===== src/rtl/ddr_iq_demux.sv =====
module ddr_iq_demux #(
  parameter int W = 14
) (
  input  logic         clk,
  input  logic         rst,
  input  logic         ld_cfg,
  input  logic         sel_q_lead,
  input  logic         sel_fall_lead,
  input  logic         sel_twos,
  input  logic [W-1:0] din,
  output logic [W-1:0] i_out,
  output logic [W-1:0] q_out,
  output logic         out_vld
);
  localparam logic [W-1:0] MID = {1'b1, {(W-1){1'b0}}};

  logic [W-1:0] fall_hold, rise_prev;
  logic         q_lead, fall_lead, twos, primed;
  logic [W-1:0] first_w, second_w, flip;

  always_ff @(negedge clk) fall_hold <= din;

  assign first_w  = fall_lead ? fall_hold : rise_prev;
  assign second_w = fall_lead ? din : fall_hold;
  assign flip     = twos ? MID : '0;

  always_ff @(posedge clk) begin
    rise_prev <= din;
    if (rst || ld_cfg) begin
      q_lead    <= sel_q_lead;
      fall_lead <= sel_fall_lead;
      twos      <= sel_twos;
      primed    <= 1'b0;
      out_vld   <= 1'b0;
      i_out     <= MID;
      q_out     <= MID;
    end else begin
      primed <= 1'b1;
      if (fall_lead || primed) begin
        out_vld <= 1'b1;
        i_out   <= (q_lead ? second_w : first_w) ^ flip;
        q_out   <= (q_lead ? first_w : second_w) ^ flip;
      end
    end
  end
endmodule


===== config.mk =====
export PLATFORM = sky130hd
export DESIGN_NAME = ddr_iq_demux
export DESIGN_NICKNAME = d
export VERILOG_FILES = /design/src/rtl/ddr_iq_demux.sv
export SDC_FILE = /design/constraint.sdc
export NUM_CORES = 1
export LEC_CHECK = 0
export ABC_AREA = 1
export ABC_CLOCK_PERIOD_IN_PS = 1600
export BUFFER_PORTS_ARGS = -buffer_cell sky130_fd_sc_hd__buf_2
export CAP_MARGIN = 20
export CORE_MARGIN = 2
export CORE_UTILIZATION = 50
export CTS_CLUSTER_SIZE = 14
export DETAILED_ROUTE_END_ITERATION = 6
export GPL_ROUTABILITY_DRIVEN = 0
export PLACE_DENSITY = 0.79
export SLEW_MARGIN = 30
export SYNTH_ARGS = -nofsm -noshare
export SYNTH_HDL_FRONTEND = slang
export SYNTH_SLANG_ARGS = --single-unit

===== constraint.sdc =====
create_clock -name clk -period 1.6 [get_ports clk]
set_input_delay 0.32 -clock clk [delete_from_list [all_inputs] [get_ports clk]]
set_output_delay 0.32 -clock clk [all_outputs]
set_load 0.02 [all_outputs]

======== Word-level counts from Yosys, hierarchy flattened ========
Cells that the tools add are included.
operators by class
  $add $sub $neg .......................... 0
  eq/ne operators ......................... 0
  reduce and logical (&&, ||, !) cells .... 2
  bitwise gates (word level) .............. 2
  shifts and indexed selects .............. 0
  mux-type cells .......................... 6
  multiply operators ...................... 0
  div/mod/pow operators ................... 0
  magnitude comparators ................... 0
operator list
  cell              count
  $mux 14           5
  $xor 14x14->14    2
  $logic_or 1x1->1  2
  $mux 1            1
word-level totals
  memory bits (read-only) ................. 0
  memories kept ........................... 0
  output and inout port bits .............. 29
  input port bits ......................... 20
  register bits ........................... 61
  bits in writable memories ............... 0
  bits in latches ......................... 0

======== Depth between registers and ports, before layout ========
  depth after elaboration ................. 3
  mapped depth ............................ 8
  depth with buffers taken out ............ 7

==> impl_metrics.csv <==
group,metric,value,unit
detailed_routing,drt-initial-drc-count,153,
grt,wire_length_of_the_first_global_routing_pass,8500,um
logic_synthesis,yosysMostFrequentCell,"sky130_fd_sc_hd__nand2_1",
logic_synthesis,yosysWarningCount,0,
critical_path,path_max_fanout,2,
die,die_h,74.83,um
run_status,status,"finished, violations left",
timing,final_max_slew_viol_count,0,
logic_synthesis,synth.cell_area,2509,sq um
layout,nFillCells,426,
grt,gr-usage-all-layers,20.44,%
logic_synthesis,synth_seq_cells,61,
critical_path,worstSetupStartpointType,"flop",
grt,grt_pass1_vias,1891,
clocking,clock_path_buffers,2,
logic_synthesis,synth_async_sr_flop_share,0,%
logic_synthesis,post-synth-top-area-fraction,46.28,%
timing,totalNegativeSetupSlack,-1.524,ns
pwr,leakagePower,1.770,nW
timing,clock-skew-final,0.05562,ns
clocking,max_h_tree_level,3,
layout,final_core_utilization,65.25,%
clocking,tritoncts.num_buffers,9,
layout,post_synthesis_to_final_layout_area_growth,24.49,%
timing,fin_ws,-0.08919,ns
layout,drive_above_1_share,31.19,%
logic_synthesis,synthDistinctLibCells,16,
critical_path,worstPathArrival,1.92,ns
timing,finalHoldViolations,0,
job,max_cap_violations,0,
die,die_x,74.83,um
grt,maximum_number_of_pins_on_one_net_before_global_route_repair,56,
hold_path,holdCritPathClass,"primary input to flop",
logic_synthesis,netlist_instances,356,
run_status,violated_checks,"setup timing",
clocking,tritoncts_clock_tree,"yes",
clocking,clkTransAtPathRegs,0.07,ns
logic_synthesis,synth-main-ff-cell,"sky130_fd_sc_hd__dfxtp_1",
critical_path,path_class,"flop to flop",
logic_synthesis,synth_area_leader_cell,"sky130_fd_sc_hd__dfxtp_1",
logic_synthesis,yosysSeqAreaShare,49.88,%
placed_design,placement.cell_area,2740,sq um
detailed_routing,route.vias.total,2295,
layout,multi_input_area,1101,sq um
timing,timing.slew.headroom,61.41,%
clocking,number_of_sinks_handled_by_clock_tree_synthesis,61,
layout,nNetsFinal,435,
clocking,cts-hold-fix-buffers,0,
detailed_routing,dr.pass1.iters,5,
clocking,clk_latency,0.39,ns
timing,tightestPinTransition,0.5781,ns
layout,final_cell_area,3123,sq um
critical_path,critPathCaptureType,"flop",
grt,grt_remaining_overflow,0,
pwr,p_total,3.712,mW
detailed_routing,wl_per_cell,11.48,um
die,design.portCount,49,
layout,layout.area.seq,1264,sq um
logic_synthesis,netlist_top_cells_area,"sky130_fd_sc_hd__dfxtp_1, sky130_fd_sc_hd__nand2_1, sky130_fd_sc_hd__nor2_1",
clocking,ctsRootBufferMaster,"sky130_fd_sc_hd__clkbuf_8",
logic_synthesis,yosys-top-cells-count,"sky130_fd_sc_hd__nand2_1, sky130_fd_sc_hd__dfxtp_1, sky130_fd_sc_hd__nor2_1",
logic_synthesis,number_of_synthesized_flops_with_an_enable_pin,3,
placed_design,port_buffers,48,
detailed_routing,post-route-drc-count,0,
timing,grt_setup_unrepaired,"true",
detailed_routing,routed_wirelength,5592,um
die,initial_core_util,52.42,%
critical_path,worst-endpoint-required,1.83,ns
pwr,p_per_area,1189,nW/um^2
detailed_routing,routed_via_density,4.713,
placed_design,dp_hpwl,3505,um
layout,antenna_cell_count,0,
detailed_routing,drt.antenna.violating_nets,0,
grt,grt_antenna_before_repair,0,
logic_synthesis,post_synth.cell_area_avg,7.047,sq um
timing,setup-violations-final,28,
logic_synthesis,net_count_after_synthesis,376,
die,design.core.area,4786,sq um
die,num_rows,25,
die,design.die.area,5600,sq um
pwr,peakVddDrop,0.8365,mV
-- layer usage --
| layer | track usage, % | share of wire (%) |
|---|---|---|
| met5 | 0 | 0 |
| met4 | 11.71 | 1.3 |
| met3 | 4.150 | 6.5 |
| met2 | 28.36 | 45 |
| met1 | 29.43 | 48 |
-- metrics by stage --
step / worst slack, ns / hold slack, ns / cells
3_3_place_gp: -0.1227 / 0.4472 / 458
4_1_cts: -0.06847 / 0.09945 / 487
3_5_place_dp: -0.1746 / 0.4488 / 458
5_1_grt: -0.1657 / 0.09869 / 487
2_1_floorplan: 0.02837 / 0.3477 / 356
6_report: -0.08919 / 0.1079 / 487
-- final timing paths --
check | from | end | slack, ns | cells past startpoint
worst max-delay path | fall_hold[13] | q_out[13] | -0.09 | 5
worst max register to register | fall_hold[13] | q_out[13] | -0.09 | 5
worst min-delay path | din[10] | rise_prev[10] | 0.11 | 1
worst min register to register | q_out[13] | q_out[13] | 0.47 | 2
-- report_power, final --
part           switching (mW)  leakage [nW]  internal [mW]
registers              0.0425         0.513           1.63
logic                   0.447          1.09          0.224
clock network           0.681         0.169          0.687
-- cell type report --
class,instances,share of cell area [%]
multi-input combinational,232,35.26
clock inverter,19,2.444
timing repair buffer,53,8.894
clock buffer,11,4.888
tap,67,2.684
inverter,44,5.369
sequential,61,40.46
-- worst max-delay path: stages (launching register included) --
cell	delay, ns
sky130_fd_sc_hd__dfxtp_2	0.34
sky130_fd_sc_hd__nand2_2	0.07
sky130_fd_sc_hd__nand3_2	0.11
sky130_fd_sc_hd__nand3_1	0.09
sky130_fd_sc_hd__nand3_1	0.09
sky130_fd_sc_hd__nand2_1	0.05
-- registers in the layout, summed over array words and instances, names as in the netlist --
name	cells
fall_hold	14
i_out	14
q_out	14
rise_prev	14
fall_lead	1
out_vld	1
primed	1
q_lead	1
twos	1
-- logic make-up (layout without fill, tap and decap cells) --
logic type,count (synthesis),count (layout),synth area share (%)
buf+inv,63,127,12.02
flops,61,61,49.88
compound gates,28,28,5.586
simple gates,204,204,32.52
-- repair_timing --
action / in CTS / in global routing
setup buffers: 0 / 0
gates resized for setup: 53 / 28
setup endpoints to repair: 28 / 28
pin swaps: 15 / 30
hold endpoints to repair: 0 / 0
-- cells in the final DEF, fill, tap and decap left out --
cell and n:
sky130_fd_sc_hd__a21oi_1 2, sky130_fd_sc_hd__buf_2 48, sky130_fd_sc_hd__buf_4 5, sky130_fd_sc_hd__clkbuf_1 1, sky130_fd_sc_hd__clkbuf_16 1, sky130_fd_sc_hd__clkbuf_8 9, sky130_fd_sc_hd__clkinv_2 3, sky130_fd_sc_hd__clkinvlp_2 1
sky130_fd_sc_hd__dfxtp_1 48, sky130_fd_sc_hd__dfxtp_2 10, sky130_fd_sc_hd__edfxtp_1 3, sky130_fd_sc_hd__inv_1 42, sky130_fd_sc_hd__inv_2 16, sky130_fd_sc_hd__inv_4 1, sky130_fd_sc_hd__nand2_1 112, sky130_fd_sc_hd__nand2_2 2
sky130_fd_sc_hd__nand3_1 24, sky130_fd_sc_hd__nand3_2 10, sky130_fd_sc_hd__nor2_1 55, sky130_fd_sc_hd__nor2_4 1, sky130_fd_sc_hd__o21ai_1 2, sky130_fd_sc_hd__o21ai_2 24
Power figures use the tool's default switching activity.
